==> config.mk <==
export PLATFORM = sky130hd
export DESIGN_NAME = eeprom_sequencer
export DESIGN_NICKNAME = d
export VERILOG_FILES = /design/src/rtl/eepc_pkg.sv /design/src/rtl/eepc_opdec.sv /design/src/rtl/eepc_phase_timer.sv /design/src/rtl/eepc_word_array.sv /design/src/rtl/eeprom_sequencer.sv
export SDC_FILE = /design/constraint.sdc
export NUM_CORES = 1
export LEC_CHECK = 0
export ABC_AREA = 0
export BUFFER_PORTS_ARGS = -buffer_cell sky130_fd_sc_hd__buf_2
export CORE_MARGIN = 1.5
export CORE_UTILIZATION = 40
export DETAILED_ROUTE_END_ITERATION = 6
export SLEW_MARGIN = 15
export SYNTH_ARGS = -nofsm -noshare
export SYNTH_HDL_FRONTEND = slang
export SYNTH_SLANG_ARGS = --single-unit
==> constraint.sdc <==
create_clock -name clk -period 3 [get_ports clk]
set_clock_uncertainty 0.15 [all_clocks]
set_input_delay 0.3 -clock clk [delete_from_list [all_inputs] [get_ports clk]]
set_output_delay 0.3 -clock clk [all_outputs]
set_load 0.01 [all_outputs]
==> src/rtl/eepc_pkg.sv <==
// Shared types and constants of the data EEPROM sequencer.
// Assumes a 16-bit control word whose bit positions are fixed.
package eepc_pkg;

    // Decoded meaning of the opcode together with the erase-select bit.
    typedef enum logic [2:0] {
        OPK_BAD,
        OPK_ERA1,
        OPK_ERA4,
        OPK_ERA8,
        OPK_ERAALL,
        OPK_WRITE
    } opk_t;

    // Sequencer phase.
    typedef enum logic [1:0] {
        SQ_IDLE,
        SQ_ERASE,
        SQ_PROG
    } sq_t;

    // Control word bit positions.
    localparam int CB_START   = 15;
    localparam int CB_ARM     = 14;
    localparam int CB_FAULT   = 13;
    localparam int CB_NOERASE = 12;
    localparam int CB_ERSEL   = 6;
    localparam int OP_W       = 6;

    // Register select codes.
    localparam logic [1:0] RS_CTL   = 2'd0;
    localparam logic [1:0] RS_ADDR  = 2'd1;
    localparam logic [1:0] RS_DATA  = 2'd2;
    localparam logic [1:0] RS_ARRAY = 2'd3;

endpackage

==> src/rtl/eepc_opdec.sv <==
// Opcode decoder: turns the opcode and the erase-select bit into an
// operation kind. Purely combinational. Any code that is undefined, or that
// disagrees with erase-select, yields OPK_BAD.
module eepc_opdec
    import eepc_pkg::*;
(
    input  logic [OP_W-1:0] op,
    input  logic            erase_sel,
    output opk_t            kind
);

    // Decode the operation kind.
    always_comb begin
        kind = OPK_BAD;
        if (erase_sel) begin
            if (op[5:2] == 4'b0100)      kind = OPK_ERAALL;
            else if (op == 6'b011000)    kind = OPK_ERA1;
            else if (op == 6'b011001)    kind = OPK_ERA4;
            else if (op == 6'b011010)    kind = OPK_ERA8;
        end else if (op[5:2] == 4'b0001) begin
            kind = OPK_WRITE;
        end
    end

endmodule

==> src/rtl/eepc_phase_timer.sv <==
// Down-counter that times one erase or program phase. A load sets the count
// to the phase length minus one. While running it counts down to zero and
// then holds there; done is high at zero. Assumes the load value fits CW bits.
module eepc_phase_timer #(
    parameter int CW = 4
) (
    input  logic          clk,
    input  logic          rst_n,
    input  logic          load,
    input  logic [CW-1:0] load_val,
    input  logic          run,
    output logic          done
);

    logic [CW-1:0] cnt_q;

    // Load or decrement the phase counter.
    always_ff @(posedge clk) begin
        if (!rst_n)                     cnt_q <= '0;
        else if (load)                  cnt_q <= load_val;
        else if (run && cnt_q != '0)    cnt_q <= cnt_q - 1'b1;
    end

    assign done = (cnt_q == '0);

endmodule

==> src/rtl/eepc_word_array.sv <==
// Register-file model of the EEPROM array. An erase sets every word whose
// masked address matches the masked base to all ones. A program ANDs data
// into one word. Erase wins if both apply to the same word. Reset fills the
// array with ones. Assumes WORDS == 2**AW.
module eepc_word_array #(
    parameter int WORDS = 32,
    parameter int DW    = 16,
    parameter int AW    = 5
) (
    input  logic          clk,
    input  logic          rst_n,
    input  logic          erase_en,
    input  logic [AW-1:0] erase_base,
    input  logic [AW-1:0] erase_mask,
    input  logic          prog_en,
    input  logic [AW-1:0] prog_addr,
    input  logic [DW-1:0] prog_data,
    input  logic [AW-1:0] rd_addr,
    output logic [DW-1:0] rd_data
);

    logic [DW-1:0] words [WORDS];

    for (genvar i = 0; i < WORDS; i++) begin : g_word
        localparam logic [AW-1:0] IDX = AW'(i);
        logic [DW-1:0] word_q;
        logic          hit_e;
        logic          hit_p;

        assign hit_e = erase_en && ((IDX & erase_mask) == (erase_base & erase_mask));
        assign hit_p = prog_en && (prog_addr == IDX);

        // Update one stored word on erase or program.
        always_ff @(posedge clk) begin
            if (!rst_n)     word_q <= '1;
            else if (hit_e) word_q <= '1;
            else if (hit_p) word_q <= word_q & prog_data;
        end

        assign words[i] = word_q;
    end

    assign rd_data = words[rd_addr];

endmodule

==> src/rtl/eeprom_sequencer.sv <==
// Top of the data EEPROM sequencer. Holds the control, address and data
// registers, runs the erase/program phase machine, and handles the abort
// input. Bus writes are dropped while start is set. Assumes WORDS is a power
// of two, at least 8, and no larger than 2**16. ERASE_CYC and PROG_CYC must
// each be at least 1.
module eeprom_sequencer
    import eepc_pkg::*;
#(
    parameter int WORDS     = 32,
    parameter int DW        = 16,
    parameter int ERASE_CYC = 6,
    parameter int PROG_CYC  = 4
) (
    input  logic        clk,
    input  logic        rst_n,
    input  logic        abort_req,
    input  logic        bus_we,
    input  logic [1:0]  bus_sel,
    input  logic [15:0] bus_wdata,
    output logic [15:0] bus_rdata,
    output logic        busy
);

    localparam int AW   = $clog2(WORDS);
    localparam int TMAX = (ERASE_CYC > PROG_CYC) ? ERASE_CYC : PROG_CYC;
    localparam int TCW  = $clog2(TMAX + 1);

    logic            start_q, arm_q, fault_q, noer_q, ersel_q;
    logic [OP_W-1:0] op_q;
    logic [AW-1:0]   addr_q;
    logic [DW-1:0]   data_q;
    sq_t             st_q;

    opk_t            kind;
    logic            tdone, tload;
    logic [TCW-1:0]  tval;
    logic            erase_en, prog_en;
    logic [AW-1:0]   erase_mask;
    logic [DW-1:0]   word_rd;
    logic            abort_hit, reg_wr;
    logic            unused_wbits;

    assign abort_hit    = abort_req && start_q;
    assign reg_wr       = bus_we && !start_q;
    assign busy         = start_q;
    assign unused_wbits = ^bus_wdata[11:7];

    eepc_opdec u_dec (
        .op        (op_q),
        .erase_sel (ersel_q),
        .kind      (kind)
    );

    eepc_phase_timer #(.CW(TCW)) u_tmr (
        .clk      (clk),
        .rst_n    (rst_n),
        .load     (tload),
        .load_val (tval),
        .run      (st_q != SQ_IDLE),
        .done     (tdone)
    );

    eepc_word_array #(.WORDS(WORDS), .DW(DW), .AW(AW)) u_arr (
        .clk        (clk),
        .rst_n      (rst_n),
        .erase_en   (erase_en),
        .erase_base (addr_q),
        .erase_mask (erase_mask),
        .prog_en    (prog_en),
        .prog_addr  (addr_q),
        .prog_data  (data_q),
        .rd_addr    (addr_q),
        .rd_data    (word_rd)
    );

    // Choose when to load the phase timer and with which length.
    always_comb begin
        tload = 1'b0;
        tval  = TCW'(ERASE_CYC - 1);
        if (!abort_hit) begin
            if (st_q == SQ_IDLE && start_q && kind != OPK_BAD) begin
                tload = 1'b1;
                if (kind == OPK_WRITE && noer_q) tval = TCW'(PROG_CYC - 1);
            end else if (st_q == SQ_ERASE && tdone && kind == OPK_WRITE) begin
                tload = 1'b1;
                tval  = TCW'(PROG_CYC - 1);
            end
        end
    end

    // Commit strobes to the array at the end of each phase.
    always_comb begin
        erase_en = (st_q == SQ_ERASE) && tdone && !abort_hit;
        prog_en  = (st_q == SQ_PROG)  && tdone && !abort_hit;
    end

    // Address mask of the erase group: one word, four, eight or all.
    always_comb begin
        unique case (kind)
            OPK_ERA4:   erase_mask = ~AW'(3);
            OPK_ERA8:   erase_mask = ~AW'(7);
            OPK_ERAALL: erase_mask = '0;
            default:    erase_mask = '1;
        endcase
    end

    // Control register and phase machine; abort has top priority.
    always_ff @(posedge clk) begin
        if (!rst_n) begin
            start_q <= 1'b0;
            arm_q   <= 1'b0;
            fault_q <= 1'b0;
            noer_q  <= 1'b0;
            ersel_q <= 1'b0;
            op_q    <= '0;
            st_q    <= SQ_IDLE;
        end else if (abort_hit) begin
            start_q <= 1'b0;
            arm_q   <= 1'b0;
            fault_q <= 1'b1;
            st_q    <= SQ_IDLE;
        end else begin
            unique case (st_q)
                SQ_IDLE: begin
                    if (start_q) begin
                        if (kind == OPK_BAD) begin
                            start_q <= 1'b0;
                            arm_q   <= 1'b0;
                        end else if (kind == OPK_WRITE && noer_q) begin
                            st_q <= SQ_PROG;
                        end else begin
                            st_q <= SQ_ERASE;
                        end
                    end else if (reg_wr && bus_sel == RS_CTL) begin
                        start_q <= bus_wdata[CB_START] & arm_q;
                        arm_q   <= bus_wdata[CB_ARM];
                        fault_q <= bus_wdata[CB_FAULT];
                        noer_q  <= bus_wdata[CB_NOERASE];
                        ersel_q <= bus_wdata[CB_ERSEL];
                        op_q    <= bus_wdata[OP_W-1:0];
                    end
                end
                SQ_ERASE: begin
                    if (tdone) begin
                        if (kind == OPK_WRITE) begin
                            st_q <= SQ_PROG;
                        end else begin
                            st_q    <= SQ_IDLE;
                            start_q <= 1'b0;
                            arm_q   <= 1'b0;
                        end
                    end
                end
                SQ_PROG: begin
                    if (tdone) begin
                        st_q    <= SQ_IDLE;
                        start_q <= 1'b0;
                        arm_q   <= 1'b0;
                    end
                end
                default: st_q <= SQ_IDLE;
            endcase
        end
    end

    // Address and data registers, writable only while idle.
    always_ff @(posedge clk) begin
        if (!rst_n) begin
            addr_q <= '0;
            data_q <= '0;
        end else if (reg_wr && bus_sel == RS_ADDR) begin
            addr_q <= bus_wdata[AW-1:0];
        end else if (reg_wr && bus_sel == RS_DATA) begin
            data_q <= bus_wdata[DW-1:0];
        end
    end

    // Readback multiplexer.
    always_comb begin
        unique case (bus_sel)
            RS_CTL:   bus_rdata = {start_q, arm_q, fault_q, noer_q, 5'b0, ersel_q, op_q};
            RS_ADDR:  bus_rdata = 16'(addr_q);
            RS_DATA:  bus_rdata = 16'(data_q);
            default:  bus_rdata = 16'(word_rd);
        endcase
    end

endmodule

-- Word-level counts from Yosys, hierarchy flattened
Index checks and enable logic that the tools add are counted.
- add/sub/neg operators: 1
- $mul: 0
- div/mod/pow operators: 0
- magnitude comparators: 1
- eq/ne operators: 83
- shift-type cells: 0
- muxes and demuxes: 42
- bitwise logic cells: 39
- reduce and logical (&&, ||, !) cells: 132
- operators by type and width (operator ; count):
    $and A16 B16 Y16 ; 32
    $bmux W16 S5 ; 1
    $eq A5 B5 Y1 ; 16
    $eq A5 B5 Y1 const B ; 16
    $logic_and A1 B1 Y1 ; 78
    $reduce_or A2 Y1 ; 33
    $pmux W16 S3 ; 1
    $eq A4 B5 Y1 ; 8
    $eq A5 B4 Y1 const B ; 8
    $mux W3 ; 11
    $mux W16 ; 2
    $eq A3 B5 Y1 ; 4
    $eq A5 B3 Y1 const B ; 4
    $eq A6 B5 Y1 const B ; 3
    $mux W1 ; 16
    $pmux W5 S3 ; 1
    $mux W2 ; 7
    $reduce_and A4 Y1 ; 3
    $eq A2 B5 Y1 ; 2
    $eq A5 B2 Y1 const B ; 2
    $logic_not A5 Y1 ; 2
    $ne A2 B2 Y1 const B ; 5
    $reduce_bool A3 Y1 ; 3
    $reduce_bool A2 Y1 ; 4
    other kinds (24) ; 36
- bits in registers: 549
- bits in latches: 0
- memory bits (writable): 0
- bits in read-only memories: 0
- output and inout port bits: 17
- memories: 0

-- Logic depth before layout (Yosys ltp)
- depth after elaboration: 12
- gate-level depth with buffers: 10
- mapped depth without buffers: 7

-- Cells and area by module
From an unflattened synthesis, not the netlist that was laid out.
- cells, all modules: 2570
- area total of the unflattened synthesis: 22562.9 um^2
- by module, submodules not included (module ; instances ; cells an instance ; area an instance (um^2)):
    eepc_word_array ; 1 ; 2329 ; 20409.6
    eeprom_sequencer ; 1 ; 211 ; 1899.3
    eepc_phase_timer ; 1 ; 21 ; 185.2
    eepc_opdec ; 1 ; 9 ; 68.8

-- Worst setup path before layout
OpenSTA, ideal clock, no wires.
- kind: flip-flop to output port
- start: register addr_q[0]
- end: output port bus_rdata[11]
- arrival: 1.820 ns
- data required time: 2.550 ns
- setup slack: 0.730 ns
- stages on the path, launching flop included: 7
- buffers on the path: 2
- cell sequence: dfxtp_1 > buf_6 > buf_12 > mux4_2 > a2111oi_2 > o21ai_1 > a22o_1
- longest elaborated chain between the ends: 5
- RTL lines (element ; RTL line ; source):
    from (decl) ; eeprom_sequencer.sv:30 ; logic [AW-1:0] addr_q;
    from (signal assigned) ; eeprom_sequencer.sv:172 ; addr_q <= bus_wdata[AW-1:0];
    $not A5 Y6 (not written as such) ; eepc_word_array.sv:43 ; assign rd_data = words[rd_addr];
    $bmux W16 S5 ; eepc_word_array.sv:43 ;
    $mux W16 (not written as such) (2 in a row) ; eepc_word_array.sv:43 ;
    $pmux W16 S3 ; eeprom_sequencer.sv:180 ; unique case (bus_sel)
    to (decl) ; eeprom_sequencer.sv:20 ; output logic [15:0] bus_rdata,
Every way passes these cells. The select of a mux whose other input is x is not followed.

-- Worst setup path in the final report
- start: register addr_q[1]
- end: output port bus_rdata[7]
The elaborated chain is that of the path after synthesis.

==> qor.yml <==
floorplan:
  die-area_sq_um: 56280
  start_util_pct: 40.62
  std_cell_rows: 85
  io_pins: 39
  core_area_sq_um: 54030
  dieWidth_um: 237.2
  die_h_um: 237.2
worst_setup_path:
  r2r_cells: 7
  rr_endpoint: "u_arr.g_word[29].word_q[5]$_SDFFE_PP1P_"
  rr_startpoint: "u_tmr.cnt_q[0]$_SDFFE_PN0P_"
  crit_chain: "buf_6 > buf_12 > mux4_2 > a22o_1 > a211oi_4 > a21oi_2 > a22o_1 > buf_2"
  crit_arrival_ps: 2770
  crit_required_ps: 2550
  rrSetupSlack_ps: 170
  critPathCaptureType: "output port"
  cp_top_family: "compound AO/OA/AOI/OAI gates"
  path_buf_inv: 3
  cp_slowest_cell: "dfxtp_4"
  crit_top_cell: "a22o_1"
  critical_path.max_fanout: 8
  cp-start-kind: "flip-flop"
  path_class: "flip-flop to output port"
  critPathMaxStageDelay_ps: 460
power_and_ir_drop:
  seqPwrFrac_pct: 48.0
  power.share.switching_pct: 23.33
  p_clk_share_pct: 45.9
  p_int_w: 0.01169
  p_sw_w: 0.003558
  ir_drop_mv: 0.4913
  powerDensity_nw_per_um2: 565.9
  p_comb_share_pct: 6.1
  p_leak_nw: 9.515
cells_and_area:
  fillers: 4906
  multiInputGateArea_sq_um: 10720
  layout.area.seq_sq_um: 11010
  syn_to_final_growth_pct: 22.80
  final_layout_size_suffix_gt1_share_pct: 22.27
  num_antenna_cells: 0
  nets: 2499
global_route:
  grt_pass1_wl_um: 117700
  antenna_found_initial: 0
  use_met2_pct: 43.10
  grt_use_total_pct: 27.72
  met1_usage_pct: 37.06
  grt_max_degree: 37
  top_usage_layer: "met2"
  grt_pass1_vias: 18670
  grtUsageMet3_pct: 5.133
  grt_overflow: 0
yosys:
  yosysSeqAreaShare_pct: 50.08
  syn_area_sq_um: 21940
  postSynthAreaPerCell_sq_um: 9.342
  synth-seq-cells: 549
  syn_inst: 2349
  syn-num-nets: 2377
  synth-main-ff-cell: "dfxtp_1"
  synth_edf_count: 0
  yosysWarnings: 0
  synth-async-reset-ratio_pct: 0
  synth.distinct_cells: 60
drt:
  avgRoutedWirePerCell_um: 24.64
  drt_wl_total_um: 79120
  drt_iter0_markers: 2128
  drc: 0
  num_vias: 19280
  viasPerCell: 6.003
  ant_nets: 0
  firstDrtPassIters: 6
sta:
  whs_ps: 141.6
  slew_violations: 0
  final-hold-violation-count: 0
  post-route-period-util_pct: 107.4
  fin_ws_ps: -221.5
  worst_slew_pin_slew_ps: 1011
  setup_tns_ps: -2290
  timing.slew.headroom_pct: 32.61
  rsz0062_at_grt: "true"
  finalSetupViolations: 16
  fmax_ghz: 0.3104
  layout_min_cycle_time_ps: 3222
placed_design:
  pre_cts_slack_ps: -41.33
  dp_hpwl_um: 50150
  port_buffers: 38
  gp_congestion: 0.9320
clocking:
  clock_path_buffers: 3
  cts_made_buffers: 54
  cts_root_buf: "clkbuf_16"
  clkLatencyLatePin_ps: 620
  h-tree-depth: 2
  tritoncts: "yes"
  clock-sinks: 549
  cts.reportedPaths.clkPinSlew_ps: 60
job:
  maxCapViolations: 0
status:
  violations: "negative setup slack"
  outcome: "finished with violations"
worst_hold_path:
  whs_endpoint: "u_tmr.cnt_q[1]$_SDFFE_PN0P_"
  worst_hold_path_type: "primary input to flip-flop"
  hold-path-cell-count: 2
  hp-start: "rst_n"
## cell usage after synthesis, types with 6 or more instances
master	instances	area [sq um]
o221ai_1	9	78.83
o211ai_1	8	60.06
a21oi_1	45	225.2
nand2b_1	6	37.54
nand2_1	573	2151
nor2_1	40	150.1
a211o_1	7	61.31
nor2b_1	6	37.54
mux2i_1	73	730.7
o21ai_0	520	2603
a22oi_1	12	90.09
o21a_1	33	247.7
buf_4	17	127.6
ha_1	6	75.07
and2_1	7	43.79
a211oi_1	13	97.59
dfxtp_1	549	10990
nand3_1	39	195.2
a22o_1	7	61.31
o22ai_1	18	112.6
mux4_2	102	2297
clkbuf_1	110	412.9
buf_2	55	275.3
inv_1	8	30.03
mux2_2	14	157.7
nor3_1	7	35.03
## routing by layer
metal | wire [um] | vias to the layer above
met5 | 0 | -
met4 | 4149 | 0
met3 | 7913 | 207
met2 | 34890 | 999
met1 | 32170 | 9570
li1 | - | 8499
## registers in the layout, indices dropped and copies added (netlist names), 2 cells and up
register / count
addr_q: 5
u_tmr.cnt_q: 3
op_q: 6
u_arr.g_word.word_q: 512
data_q: 16
st_q: 2
## layout make-up
| cell class | count | share of cell area [%] |
|---|---|---|
| Sequential cell | 549 | 40.84 |
| Multi-Input combinational cell | 1601 | 39.76 |
| Timing Repair Buffer | 257 | 9.291 |
| Clock buffer | 84 | 6.152 |
| Tap cell | 696 | 3.232 |
| Clock inverter | 16 | 0.6129 |
| Inverter | 8 | 0.1114 |
## logic make-up after synthesis
| group | after synthesis | synth area share [%] |
|---|---|---|
| buffers and inverters | 199 | 4.174 |
| adder cells (fa/ha/maj) | 6 | 0.3421 |
| flip-flops | 549 | 50.08 |
| AO/OA/AOI/OAI | 706 | 17.92 |
| multiplexers | 189 | 14.52 |
| XOR/XNOR | 2 | 0.07984 |
| AND/OR/NAND/NOR | 698 | 12.89 |
## worst max path at each step
stage / startpoint / endpoint / slack, ps / depth (start not counted)
after floorplan: addr_q[0]$_SDFFE_PN0P_ / bus_rdata[11] / 730 / 6
after global placement: addr_q[0]$_SDFFE_PN0P_ / bus_rdata[7] / -20 / 7
after detailed placement: addr_q[0]$_SDFFE_PN0P_ / bus_rdata[7] / -40 / 7
after CTS: addr_q[0]$_SDFFE_PN0P_ / bus_rdata[12] / -220 / 7
after global routing: addr_q[1]$_SDFFE_PN0P_ / bus_rdata[7] / -260 / 8
final: addr_q[1]$_SDFFE_PN0P_ / bus_rdata[7] / -220 / 8
## worst register-to-register path, cell delays in order (launching register included)
cell and delay (ps):
dfxtp_1 320, inv_1 80, ha_1 140, nor2b_1 330, and4_2 470, nand3_1 660
o21ai_0 450, nand2_1 90
## layout by cell type, fill, tap and decap left out, types with 8 or more instances in the layout
cell           count
clkbuf_8          13
o21a_1            33
nand2_1          563
inv_1              8
buf_12            34
nor2_2             8
o211ai_1           8
clkbuf_1          14
dlygate4sd3_1     18
mux2i_1           60
buf_4            144
buf_6             17
buf_2             35
nor2_1            33
a21oi_2           11
a21oi_1           31
o21ai_0          516
nand2_2            9
o22ai_2            8
mux4_2           102
clkinv_2          10
mux2_4             8
o22ai_1           10
clkbuf_16         58
dfxtp_1          545
nand3_1           35
a211oi_2          10
## power groups by stage
stage | Combinational (W) | Clock (W) | Sequential, W
after floorplan | 0.000407 | 0 | 0.00748
after global placement | 0.000745 | 0 | 0.00749
after detailed placement | 0.000750 | 0 | 0.00749
after CTS | 0.000872 | 0.00705 | 0.00732
after global routing | 0.000959 | 0.00736 | 0.00732
final | 0.000932 | 0.00700 | 0.00732
## metrics by stage
step                      std cells  utilization [%]  power, W  instance area (sq um)
final                          3211            49.88   0.01525                  26950
after global routing           3211            49.88   0.01564                  26950
after CTS                      3203            49.11   0.01524                  26530
after detailed placement       3045            43.54  0.008239                  23520
after global placement         3045            43.54  0.008233                  23520
after floorplan                2349                -  0.007884                  21940
## timing repair
item | CTS | global route
buffers inserted | 35 | 12
pin swaps | 22 | 33
endpoints found under the hold margin | 33 | 0
cloned | 6 | 1
setup endpoints to repair | 16 | 35
gates resized for setup | 106 | 83
hold buffers | 18 | 0
(Power assumes the default switching activity.)
